--- config.mk ---
export PLATFORM = sky130hd
export DESIGN_NAME = f32_int_convert
export DESIGN_NICKNAME = d
export VERILOG_FILES = /design/src/rtl/f2i_pkg.sv /design/src/rtl/f2i_round_sel.sv /design/src/rtl/f2i_align.sv /design/src/rtl/f2i_round_pack.sv /design/src/rtl/f32_int_convert.sv
export SDC_FILE = /design/constraint.sdc
export NUM_CORES = 1
export LEC_CHECK = 0
export ABC_AREA = 1
export BUFFER_PORTS_ARGS = -buffer_cell sky130_fd_sc_hd__buf_2
export CORE_UTILIZATION = 40
export CTS_CLUSTER_DIAMETER = 150
export DETAILED_ROUTE_END_ITERATION = 10
export SYNTH_ARGS = -nofsm -noshare
export SYNTH_HDL_FRONTEND = slang
export SYNTH_SLANG_ARGS = --single-unit
--- constraint.sdc ---
create_clock -name clk -period 1.95 [get_ports clk]
set_input_delay 0.195 -clock clk [delete_from_list [all_inputs] [get_ports clk]]
set_output_delay 0.195 -clock clk [all_outputs]
set_load 0.01 [all_outputs]
--- src/rtl/f2i_pkg.sv ---
package f2i_pkg;
    localparam int FP_W   = 32;
    localparam int EXP_W  = 8;
    localparam int MAN_W  = 23;
    localparam int BIAS   = 127;
    localparam int SIG_W  = MAN_W + 1;
    // exponent at which the significand LSB has weight one
    localparam int UNIT_E = BIAS + MAN_W;

    typedef enum logic [1:0] {
        RND_NEAR_EVEN = 2'b00,
        RND_DOWN      = 2'b01,
        RND_UP        = 2'b10,
        RND_ZERO      = 2'b11
    } rnd_mode_e;

    typedef struct packed {
        logic        valid;
        logic [63:0] result;
        logic        invalid;
        logic        inexact;
    } conv_state_s;
endpackage

--- src/rtl/f2i_round_sel.sv ---
module f2i_round_sel
    import f2i_pkg::*;
(
    input  logic       src_is_reg,
    input  logic       emb_rnd_en,
    input  logic [1:0] emb_rnd,
    input  logic [1:0] glb_rnd,
    output rnd_mode_e  mode
);
    always_comb begin
        if (src_is_reg && emb_rnd_en) mode = rnd_mode_e'(emb_rnd);
        else                          mode = rnd_mode_e'(glb_rnd);
    end
endmodule

--- src/rtl/f2i_align.sv ---
module f2i_align
    import f2i_pkg::*;
#(
    parameter int MAG_W = 65
) (
    input  logic [FP_W-1:0]  fp,
    output logic             sign,
    output logic             special,
    output logic             huge,
    output logic [MAG_W-1:0] mag,
    output logic             guard,
    output logic             sticky
);
    localparam int MAX_LSH = MAG_W - 1 - SIG_W;
    localparam int MAX_RSH = SIG_W + 1;
    localparam int T_W     = 2 * SIG_W + 1;

    logic [EXP_W-1:0] exp_f;
    logic [SIG_W-1:0] sig;
    logic [T_W-1:0]   tmp;
    int               eff_e;
    int               sh;

    always_comb begin
        exp_f   = fp[FP_W-2 -: EXP_W];
        sign    = fp[FP_W-1];
        special = &exp_f;
        sig     = {|exp_f, fp[MAN_W-1:0]};
        eff_e   = (exp_f == '0) ? 1 : int'(exp_f);
        mag     = '0;
        guard   = 1'b0;
        sticky  = 1'b0;
        huge    = 1'b0;
        tmp     = '0;
        sh      = 0;
        if (eff_e >= UNIT_E) begin
            sh = eff_e - UNIT_E;
            if (sh > MAX_LSH) huge = 1'b1;
            else              mag  = MAG_W'(sig) << sh;
        end else begin
            sh = UNIT_E - eff_e;
            if (sh > MAX_RSH) begin
                sticky = |sig;
            end else begin
                tmp    = {sig, (SIG_W + 1)'(0)} >> sh;
                mag    = MAG_W'(tmp[T_W-1 -: SIG_W]);
                guard  = tmp[SIG_W];
                sticky = |tmp[SIG_W-1:0];
            end
        end
    end
endmodule

--- src/rtl/f2i_round_pack.sv ---
module f2i_round_pack
    import f2i_pkg::*;
#(
    parameter int MAG_W    = 65,
    parameter int RES_W    = 64,
    parameter int NARROW_W = 32
) (
    input  logic             sign,
    input  logic             special,
    input  logic             huge,
    input  logic [MAG_W-1:0] mag,
    input  logic             guard,
    input  logic             sticky,
    input  rnd_mode_e        mode,
    input  logic             wide,
    output logic [RES_W-1:0] result,
    output logic             invalid,
    output logic             inexact
);
    localparam logic [MAG_W-1:0] POS_W = (MAG_W'(1) << (RES_W - 1)) - 1'b1;
    localparam logic [MAG_W-1:0] POS_N = (MAG_W'(1) << (NARROW_W - 1)) - 1'b1;
    localparam logic [RES_W-1:0] IND_W = RES_W'(1) << (RES_W - 1);
    localparam logic [RES_W-1:0] IND_N = RES_W'(1) << (NARROW_W - 1);

    logic             lost;
    logic             inc;
    logic [MAG_W-1:0] mag_r;
    logic [MAG_W-1:0] limit;
    logic [RES_W-1:0] sval;
    logic             ovf;

    always_comb begin
        lost = guard | sticky;
        unique case (mode)
            RND_NEAR_EVEN: inc = guard & (sticky | mag[0]);
            RND_DOWN:      inc = sign & lost;
            RND_UP:        inc = ~sign & lost;
            default:       inc = 1'b0;
        endcase
        mag_r   = mag + MAG_W'(inc);
        limit   = (wide ? POS_W : POS_N) + MAG_W'(sign);
        ovf     = huge | (mag_r > limit);
        invalid = special | ovf;
        inexact = ~invalid & lost;
        sval    = sign ? (~mag_r[RES_W-1:0] + 1'b1) : mag_r[RES_W-1:0];
        if (invalid)   result = wide ? IND_W : IND_N;
        else if (wide) result = sval;
        else           result = {(RES_W - NARROW_W)'(0), sval[NARROW_W-1:0]};
    end
endmodule

--- src/rtl/f32_int_convert.sv ---
module f32_int_convert
    import f2i_pkg::*;
#(
    parameter int SRC_W    = 64,
    parameter int RES_W    = 64,
    parameter int NARROW_W = 32
) (
    input  logic             clk,
    input  logic             rst_n,
    input  logic             in_valid,
    input  logic [SRC_W-1:0] src_word,
    input  logic             wide_req,
    input  logic             long_mode,
    input  logic [1:0]       glb_rnd,
    input  logic             emb_rnd_en,
    input  logic [1:0]       emb_rnd,
    input  logic             src_is_reg,
    output logic             out_valid,
    output logic [RES_W-1:0] result,
    output logic             invalid,
    output logic             inexact
);
    localparam int MAG_W = RES_W + 1;

    rnd_mode_e        mode;
    logic             sign, special, huge, guard, sticky, wide;
    logic [MAG_W-1:0] mag;
    logic [RES_W-1:0] conv_res;
    logic             conv_inv, conv_inx;
    conv_state_s      st_d, st_q;

    assign wide = long_mode & wide_req;

    f2i_round_sel i_sel (
        .src_is_reg (src_is_reg),
        .emb_rnd_en (emb_rnd_en),
        .emb_rnd    (emb_rnd),
        .glb_rnd    (glb_rnd),
        .mode       (mode)
    );

    f2i_align #(.MAG_W(MAG_W)) i_align (
        .fp      (src_word[FP_W-1:0]),
        .sign    (sign),
        .special (special),
        .huge    (huge),
        .mag     (mag),
        .guard   (guard),
        .sticky  (sticky)
    );

    f2i_round_pack #(.MAG_W(MAG_W), .RES_W(RES_W), .NARROW_W(NARROW_W)) i_pack (
        .sign    (sign),
        .special (special),
        .huge    (huge),
        .mag     (mag),
        .guard   (guard),
        .sticky  (sticky),
        .mode    (mode),
        .wide    (wide),
        .result  (conv_res),
        .invalid (conv_inv),
        .inexact (conv_inx)
    );

    always_comb begin
        st_d       = st_q;
        st_d.valid = in_valid;
        if (in_valid) begin
            st_d.result  = conv_res;
            st_d.invalid = conv_inv;
            st_d.inexact = conv_inx;
        end
    end

    always_ff @(posedge clk or negedge rst_n) begin
        if (!rst_n) st_q <= '0;
        else        st_q <= st_d;
    end

    assign out_valid = st_q.valid;
    assign result    = st_q.result;
    assign invalid   = st_q.invalid;
    assign inexact   = st_q.inexact;
endmodule

Word-level counts from Yosys, hierarchy flattened
Index checks and enable logic that the tools add are counted.
Word-level totals
  output and inout bits: 67
  word-level logic and storage cells: 53
  bits in registers: 67
  input bits: 75
Operators by class
  bitwise logic cells: 12
  reductions and logical operators: 7
  equality and inequality tests: 2
  add/sub/neg operators: 5
  shift-type cells: 2
  $lt $le $gt $ge: 4
  mux-type cells: 17
Operators with widths (number)
  64-bit 2-to-1 mux: 4
  65-bit by 1-bit adder with 65-bit output: 2
  65-bit 2-to-1 mux: 2
  65-bit > comparator: 1
  24-bit by 32-bit left shift with 65-bit output: 1
  64-bit by 1-bit adder with 64-bit output (second input constant): 1
  64-bit inverter: 1
  63-bit 2-to-1 mux: 1
  49-bit by 32-bit right shift with 49-bit output: 1
  32-bit by 9-bit >= comparator with 1-bit output (second input constant): 1
  32-bit by 6-bit > comparator with 1-bit output (second input constant): 1
  32-bit by 7-bit > comparator with 1-bit output (second input constant): 1
  32-bit by 9-bit subtractor with 32-bit output (second input constant): 1
  9-bit by 32-bit subtractor with 32-bit output (first input constant): 1
  31-bit OR reduction: 1
  24-bit 2-to-1 mux: 1
  24-bit OR reduction: 1
  8-bit logical NOT: 1
  8-bit 2-to-1 mux: 1
  8-bit AND reduction: 1
  8-bit OR reduction: 1
  1-bit 2-to-1 mux: 6
  1-bit bitwise AND: 5
  1-bit bitwise OR: 4
  other kinds (7): 8

Depth between registers and ports, before layout
Gate-level depths: netlist (run 1).
  depth after elaboration: 16
  gate-level depth with buffers: 63
  depth with buffers taken out: 57

Modules after synthesis
Synthesis (run 1) repeated with hierarchy kept, for this count alone.
Unflattened totals
  cells, all modules: 2529
  area total of the unflattened synthesis: 13470.4 um2
By module, submodules not included
  f2i_round_pack: cells each 1370, times used 1, seq. area each 0.0 um2, area each 6790.3 um2
  f2i_align: cells each 870, times used 1, seq. area each 0.0 um2, area each 4137.7 um2
  f32_int_convert: cells each 282, times used 1, seq. area each 1676.6 um2, area each 2513.7 um2
  f2i_round_sel: cells each 7, times used 1, seq. area each 0.0 um2, area each 28.8 um2

Least setup slack after synthesis (run 1)
No wires, ideal clock.
  kind: in2reg
  start: input port src_word[24]
  end: register st_q (netlist bit result[48])
  cell stages on the path: 59
  arrival: 7.560 ns
  buffers on the path: 6
  setup time: 0.066 ns
  data required time: 1.884 ns
  setup slack: -5.676 ns
  path through: buf_2 > buf_1 > clkbuf_1 > clkbuf_1 > ha_1 > nand3_1 > inv_1 > nand3_1 > nand2_1 > nand2_1 > ha_1 > nand2_1 > nor2_2 > nand2_2 > inv_4 > buf_6 > nand2_1 > nor2_1 > (+23 left out) > o21ai_0 > a21boi_0 > o21ai_0 > nand3_1 > nand2_1 > nand2_1 > nand2_1 > nand2_1 > nand2_1 > nand2_1 > nand2_1 > a21o_1 > a21oi_1 > nand2_1 > nor2_1 > clkbuf_1 > o211ai_1 > nand2_1
On the way
  cells in the longest elaborated chain, start to end: 16
  elaborated cells between the ends (all ways): 37
  classes of those cells: add/sub: 4; order compare: 4; shift: 2; mux: 14; bitwise: 8; reduce/logical: 5
Ends and longest elaborated chain
  start, declared: RTL line f32_int_convert.sv:11  | input logic [SRC_W-1:0] src_word,
  8-bit logical NOT: RTL line f2i_align.sv:29  | eff_e = (exp_f == '0) ? 1 : int'(exp_f);
  8-bit 2-to-1 mux: RTL line f2i_align.sv:29
  9-bit by 32-bit subtractor with 32-bit output: RTL line f2i_align.sv:41  | sh = UNIT_E - eff_e;
  49-bit by 32-bit right shift with 49-bit output: RTL line f2i_align.sv:45  | tmp = {sig, (SIG_W + 1)'(0)} >> sh;
  24-bit OR reduction: RTL line f2i_align.sv:48  | sticky = |tmp[SIG_W-1:0];
  1-bit 2-to-1 mux: RTL line f2i_align.sv:42  | if (sh > MAX_RSH) begin
  1-bit 2-to-1 mux: RTL line f2i_align.sv:36  | if (eff_e >= UNIT_E) begin
  1-bit bitwise OR (on tied branches): RTL line f2i_round_pack.sv:33, f2i_round_pack.sv:35
  1-bit bitwise AND (on tied branches): RTL line f2i_round_pack.sv:37, f2i_round_pack.sv:35, f2i_round_pack.sv:36
  1-bit case mux with 3 select lines: RTL line f2i_round_pack.sv:34  | unique case (mode)
  65-bit by 1-bit adder with 65-bit output: RTL line f2i_round_pack.sv:40  | mag_r = mag + MAG_W'(inc);
  64-bit inverter: RTL line f2i_round_pack.sv:45  | sval = sign ? (~mag_r[RES_W-1:0] + 1'b1) : mag_r[RES_W-1:0];
  64-bit by 1-bit adder with 64-bit output: RTL line f2i_round_pack.sv:45
  64-bit 2-to-1 mux: RTL line f2i_round_pack.sv:45
  64-bit 2-to-1 mux: RTL line f2i_round_pack.sv:47  | else if (wide) result = sval;
  64-bit 2-to-1 mux (*): RTL line f2i_round_pack.sv:46  | if (invalid) result = wide ? IND_W : IND_N;
  end signal, assigned: RTL line f32_int_convert.sv:78  | else st_q <= st_d;
  end, declared: RTL line f32_int_convert.sv:30  | conv_state_s st_d, st_q;
Every way passes the cells marked *; elsewhere a longest branch is shown, timed or not.
A chain may end at the register's enable or synchronous reset.

Worst setup path after layout (run 1)
  start: input port src_word[24]
  end: register st_q (netlist bit result[57])
The elaborated chain is that of the path after synthesis.

==> results of run 1 <==
## power breakdown
part           switching [W]  internal, W
logic                0.00331      0.00247
clock network       0.000750     0.000893
registers          0.0000986      0.00157
total                0.00416      0.00493
## cells in the mapped netlist, types with 3 or more instances
cell | number | area share
nand2_4 | 6 | 0.0055
ha_1 | 76 | 0.077
clkinv_1 | 4 | 0.0012
o22ai_1 | 5 | 0.0025
a21oi_1 | 61 | 0.025
o21a_1 | 7 | 0.0043
o21bai_1 | 3 | 0.0018
nor3_1 | 24 | 0.0097
o211ai_1 | 5 | 0.0030
a22o_1 | 8 | 0.0057
nand2_2 | 31 | 0.016
nor2_1 | 213 | 0.065
nand3_2 | 15 | 0.012
nand4_1 | 64 | 0.032
buf_4 | 8 | 0.0049
a21o_1 | 4 | 0.0024
nand2_1 | 695 | 0.21
inv_1 | 188 | 0.057
nand3_1 | 411 | 0.17
dfrtp_1 | 67 | 0.14
buf_1 | 14 | 0.0043
o21ai_1 | 26 | 0.011
inv_2 | 18 | 0.0055
nor2_2 | 13 | 0.0066
buf_6 | 6 | 0.0055
a211oi_1 | 3 | 0.0018
a31oi_1 | 8 | 0.0041
and2_1 | 3 | 0.0015
clkbuf_1 | 46 | 0.014
o21ai_0 | 87 | 0.035
xor2_1 | 25 | 0.018
nor4_1 | 13 | 0.0066
nor2_4 | 15 | 0.014
buf_2 | 18 | 0.0073
## critical path, delay by kind of cell
kind            cells  cell delay (ns)
simple gates       27             2.41
compound gates     13             2.04
buf+inv            11             1.32
fa+ha+maj           5             1.01
## area by class of cell
type	count	area (um^2)	area share
Clock buffer	9	225.2	0.01165
Clock inverter	7	65.06	0.003365
Inverter	214	829.5	0.04291
Multi-Input combinational cell	1853	10060	0.5204
Sequential cell	67	1677	0.08673
Tap cell	390	488.0	0.02524
Timing Repair Buffer	792	5979	0.3093
Timing Repair inverter	1	8.758	0.0004530
## kinds of logic (layout without fill, tap and decap cells)
logic type                 after synthesis  count (layout)  share of synthesized area
and+or+nand+nor                       1513            1513                     0.5557
buffers and inverters                  306            1023                     0.1016
AOI/OAI and AO/OA                      237             237                     0.1101
adders and majority gates               76              76                    0.07704
DFF                                     67              67                     0.1358
xor gates and xnor gates                27              27                    0.01977
## state kept, by name, indices dropped and copies added, names as in the netlist
register and cells:
invalid 1, result 64, inexact 1, out_valid 1
## metal layers
layer	track usage	wire [um]	vias up
li1	-	-	8844
met1	0.5038	26440	8380
met2	0.5864	25670	758
met3	0.06620	4537	118
met4	0.1172	1823	0
met5	0	0	-
## repair_timing
item                       CTS  global route
hold endpoints to repair    26             0
resized for setup           69            78
buffers inserted            50             4
hold buffers                 1             0
setup endpoints to repair   66            66
gates cloned                 5             1
pin swaps                   44            44
## worst max path at each step
stage	start	to	slack, ns	cells past startpoint
6_report	src_word[24]	result[57]	-4.77	56
5_1_grt	src_word[24]	result[57]	-5.12	57
4_1_cts	src_word[24]	result[35]	-4.49	58
3_5_place_dp	src_word[24]	result[24]	-5.21	57
3_3_place_gp	src_word[24]	result[30]	-5.02	56
2_1_floorplan	src_word[24]	result[33]	-4.70	61
## per-stage QoR
stage | TNS [ns] | cell area [um^2] | power [W]
2_1_floorplan | -302.79 | 12560 | 0.004324
3_3_place_gp | -326.85 | 17940 | 0.006881
3_5_place_dp | -337.25 | 17940 | 0.006935
4_1_cts | -290.01 | 18990 | 0.008875
5_1_grt | -330.36 | 19330 | 0.009663
6_report | -307.33 | 19330 | 0.009094
==> run metrics, run 1 <==
outcome finished with violations; violated checks setup timing; initial antenna violation count 0; number of buffers created by CTS 9; Worst R2R End result[18]; Setup-failing EPs final 66; H-tree levels 3; critical path type in2reg; GR Overflow Total 0; CTS Sinks between 60 and 70; HPWL after DPL 47.83 mm; clock buffer depth 2; WP data arrival 7.01 ns; Place WS -5.211 ns; EDFF count, synth 0; number of synthesized register bits 67; GRT Total Usage 0.3699; hold path endpoint out_valid; hold_sp in_valid; drt drc 0; Cell Count, Final, Fillers Out 3333; final net count 3089; worst hold path class in2reg; Static Leak 10.85 nW; clk_lat worst skew 0.36 ns; chip width 177.7 um; RSZ-0062 raised after global routing yes; synth-to-layout area growth 56.62%; first-pass GRT wire length approximately 90 mm; most frequent cells in the layout 665 x nand2_1, 661 x buf_4, 359 x nand3_1; Power Dens Cells 470.4 nW/um^2; Via Count 18100; share of post-route cells with drive strength above 1 0.3568; Worst Tran Pin Value 1.043 ns; Initial DRC Count 1701; Post-Synthesis Cells 2226; Worst VDD drop approximately 0.43 mV; floorplan row count 63; Reg clk slew, reported paths 0.07 ns; post-route ant nets 0; flop-to-flop setup slack roughly 1.2 ns; worst hold slack roughly 0.033 ns; CP Launch Type input port; maxcap violations 0; slowest cell delay on critical path 0.28 ns; warnings from Yosys 0; total wire length 58.47 mm; last weighted congestion value of the routability-driven placer 0.9746; vias per cell 5.431; Crit-path slowest cell ha_4; Async SR Flop Fraction 1.000; DR WL/cell 17.54 um; clk_skew 0 ns; top_reg_cell synth dfrtp_1; Final Cycle Share 3.445; placed cells 3260; Die Ht 177.7 um; unique cell type count in the Yosys netlist slightly below 60; initial core utilization 0.4110; average size of a mapped cell roughly 5.5 um^2; ant diodes 0; die area around 32000 um^2; Crit path top cell by count nand2_1; PortBufs 109; Core Area about 30000 um^2; fmax 148.8 MHz; worst-path fanout max 8; number of global-route vias before repair 16690; 1st-pass router iterations 6; Layout Utilization 0.6437; commonest non-fill, non-tap cell in the layout nand2_1; final hold vios 0; Reg2Reg Depth 1; Final min period 6.719 ns; Max Slew Vio Count 0; post-synth net total 2377; root buffer cell clkbuf_16; Critical Path RT 2.24 ns; largest net degree at the start of global routing 85; hold path cells 1; slack of the critical path -4.769 ns; post-synthesis cell area around 12000 um^2; CTS tree built; fillers between 2000 and 3000; Worst Setup End Kind register; r2r startpoint result[18]; post-synthesis sequential area ratio 0.1358; Slew HR 0.3048; I/O Pins around 140
Note: power is estimated with default switching activity, not from simulation.
==> run 2, diff against run 1 <==
==> constraint.sdc (replaced) <==
create_clock -name clk -period 1.95 [get_ports clk]
set_input_delay 0.2925 -clock clk [delete_from_list [all_inputs] [get_ports clk]]
set_output_delay 0.2925 -clock clk [all_outputs]
set_load 0.01 [all_outputs]
==> run 2 against run 1 <==
Setup slack got worse by 0.051 ns. Final cell count down 0.12%. The run still ends with setup timing left. Critical path depth grew 3. Sequential share of layout area shrank 0.054 points. Highest routed layer unchanged. Wire length fell by 3.3%. Critical path type unchanged.
==> run metrics, run 2 (same netlist as run 1, synthesis figures left out) <==
Clk pwr share 0.193 (+0.012); critical path type in2reg; slack of the critical path -4.820 ns (-0.05087 ns); WP data arrival 7.04 ns (+0.03 ns); clk_lat worst skew 0.35 ns (about the same); HPWL after DPL 45.72 mm (-4.4%); ant diodes 0 (unchanged); PortBufs 109 (unchanged); initial core utilization 0.4110 (unchanged); Worst Tran Pin Value 0.6132 ns (-0.4296 ns); Crit path top cell by count buf_4; number of buffers created by CTS 9 (unchanged); share of post-route cells with drive strength above 1 0.3641 (+0.007291); last weighted congestion value of the routability-driven placer 1.024 (+5.0%); Static Leak 10.91 nW (+0.52%); total power 0.009242 W (+1.6%); Reg clk slew, reported paths 0.07 ns (about the same); synth-to-layout area growth 57.61%; most frequent cells in the layout 668 x nand2_1, 651 x buf_4, 349 x nand3_1; CTS tree built; chip width 177.7 um (unchanged); outcome finished with violations; switch share 0.4523 (-0.005052); fmax 147.7 MHz (-0.75%); Slew HR 0.5912 (+0.2864); cell-internal power 0.005062 W (+2.6%); final net count 3085 (-0.13%); Core Area 30030 um^2 (unchanged); Critical Path RT 2.22 ns (-0.02 ns); Crit-path slowest cell o21ai_0; first-pass GRT wire length 87.95 mm (-1.9%); violated checks setup timing; Power Dens Cells 475.1 nW/um^2 (+1.0%); DR WL/cell 16.99 um (-3.2%); total wire length 56.55 mm (-3.3%); vias per cell 5.461 (+0.56%); commonest non-fill, non-tap cell in the layout nand2_1; maxcap violations 0 (unchanged); Setup-failing EPs final 66 (unchanged); Layout Utilization 0.6478 (+0.004041); initial antenna violation count 0 (unchanged); clk_skew 0 ns (unchanged); H-tree levels 3 (unchanged); Worst Setup End Kind register; number of global-route vias before repair 16850 (+0.95%); combinational share of power 0.626 (-0.009); Max Slew Vio Count 0 (unchanged); Largest register FFs 64 (unchanged); worst hold path class in2reg; drt drc 0 (unchanged); Initial DRC Count 1827 (+7.4%); CTS Sinks 67 (unchanged); Final Cycle Share 3.472 (+0.02609); die area 31560 um^2 (unchanged); final hold vios 0 (unchanged); Via Count 18180 (+0.44%); RSZ-0062 raised after global routing yes; GRT Total Usage 0.3540 (-0.01588); worst-path fanout max 8 (unchanged); GR Overflow Total 0 (unchanged); 1st-pass router iterations 9 (+3); Worst VDD drop 0.4232 mV (-1.4%); clock buffer depth 2 (unchanged); Final min period 6.770 ns (+0.05087 ns); Sw Pwr 0.004180 W (+0.51%); root buffer cell clkbuf_16; I/O Pins 142 (unchanged); post-route ant nets 0 (unchanged); largest net degree at the start of global routing 58 (-32%); Flop pwr share 0.181 (-0.003); CP Launch Type input port; floorplan row count 63 (unchanged); Die Ht 177.7 um (unchanged); slowest cell delay on critical path 0.27 ns (about the same)
[run 2: cell types whose count changed in the layout (fill, tap and decap cells not counted), sizes merged]
cell,previous run,this run
inv,214,213
buf,790,783
clkinv,7,6
clkinvlp,1,2
bufinv,0,1
clkbuf,10,13
[run 2: repair_timing]
action,4_1_cts,5_1_grt
cloned,4,2
pin swaps,37,63
endpoints found under the hold margin,22,0
endpoints found under the setup margin,66,66
buffers inserted,31,13
resized for setup,112,90
hold buffers,1,0
[run 2: power by group through the flow]
stage	clock, W	sequential, W	combinational (W)
3_5_place_dp	0	0.00169	0.00517
5_1_grt	0.00186	0.00169	0.00625
3_3_place_gp	0	0.00169	0.00511
2_1_floorplan	0	0.00178	0.00254
6_report	0.00179	0.00167	0.00579
4_1_cts	0.00181	0.00167	0.00541
[run 2: metrics by stage]
step	hold WS [ns]	instance area [um^2]	worst slack, ns	instances	TNS, ns
5_1_grt	0.1423	19450	-5.265	3329	-341.96
3_3_place_gp	0.3254	18000	-5.022	3269	-326.95
6_report	0.1467	19450	-4.820	3329	-310.22
2_1_floorplan	-0.003091	12560	-4.800	2226	-309.22
3_5_place_dp	0.3308	18000	-5.198	3269	-336.73
4_1_cts	0.1420	18990	-4.509	3318	-293.21
[run 2: layout make-up]
class / instances / area (um^2)
repair buffers: 788 / 5942
clock inverters: 7 / 82.58
inverters: 214 / 829.5
well taps: 390 / 488.0
repair inverters: 1 / 11.26
fillers: 2863 / 10580
multi-input cells: 1853 / 10200
flip-flops and latches: 67 / 1677
clock buffers: 9 / 225.2
[run 2: final timing paths]
path | from | end | slack (ns) | cells past startpoint
min in group asynchronous | rst_n | result[2] | 0.48 | 2
min reg2reg | result[39] | result[39] | 0.47 | 2
min | in_valid | out_valid | 0.15 | 1
max | src_word[24] | result[35] | -4.82 | 59
max in group asynchronous | rst_n | result[56] | 0.85 | 3
max reg2reg | result[18] | result[18] | 1.22 | 1
[run 2: per-layer routing]
metal,wire [um],track usage,part of all wire,vias up
met4,1510,0.09544,0.027,0
met2,25560,0.5763,0.45,833
met3,4830,0.05120,0.085,103
li1,-,-,-,8843
met5,0,0,0,-
met1,24650,0.4837,0.44,8400
[run 2: worst max-delay path: cells and delay by family]
family | cells | cell delay (ns)
buffers and inverters | 23 | 2.74
adder cells (fa/ha/maj) | 4 | 0.74
AND/OR/NAND/NOR | 26 | 2.25
AO/OA/AOI/OAI | 6 | 1.00
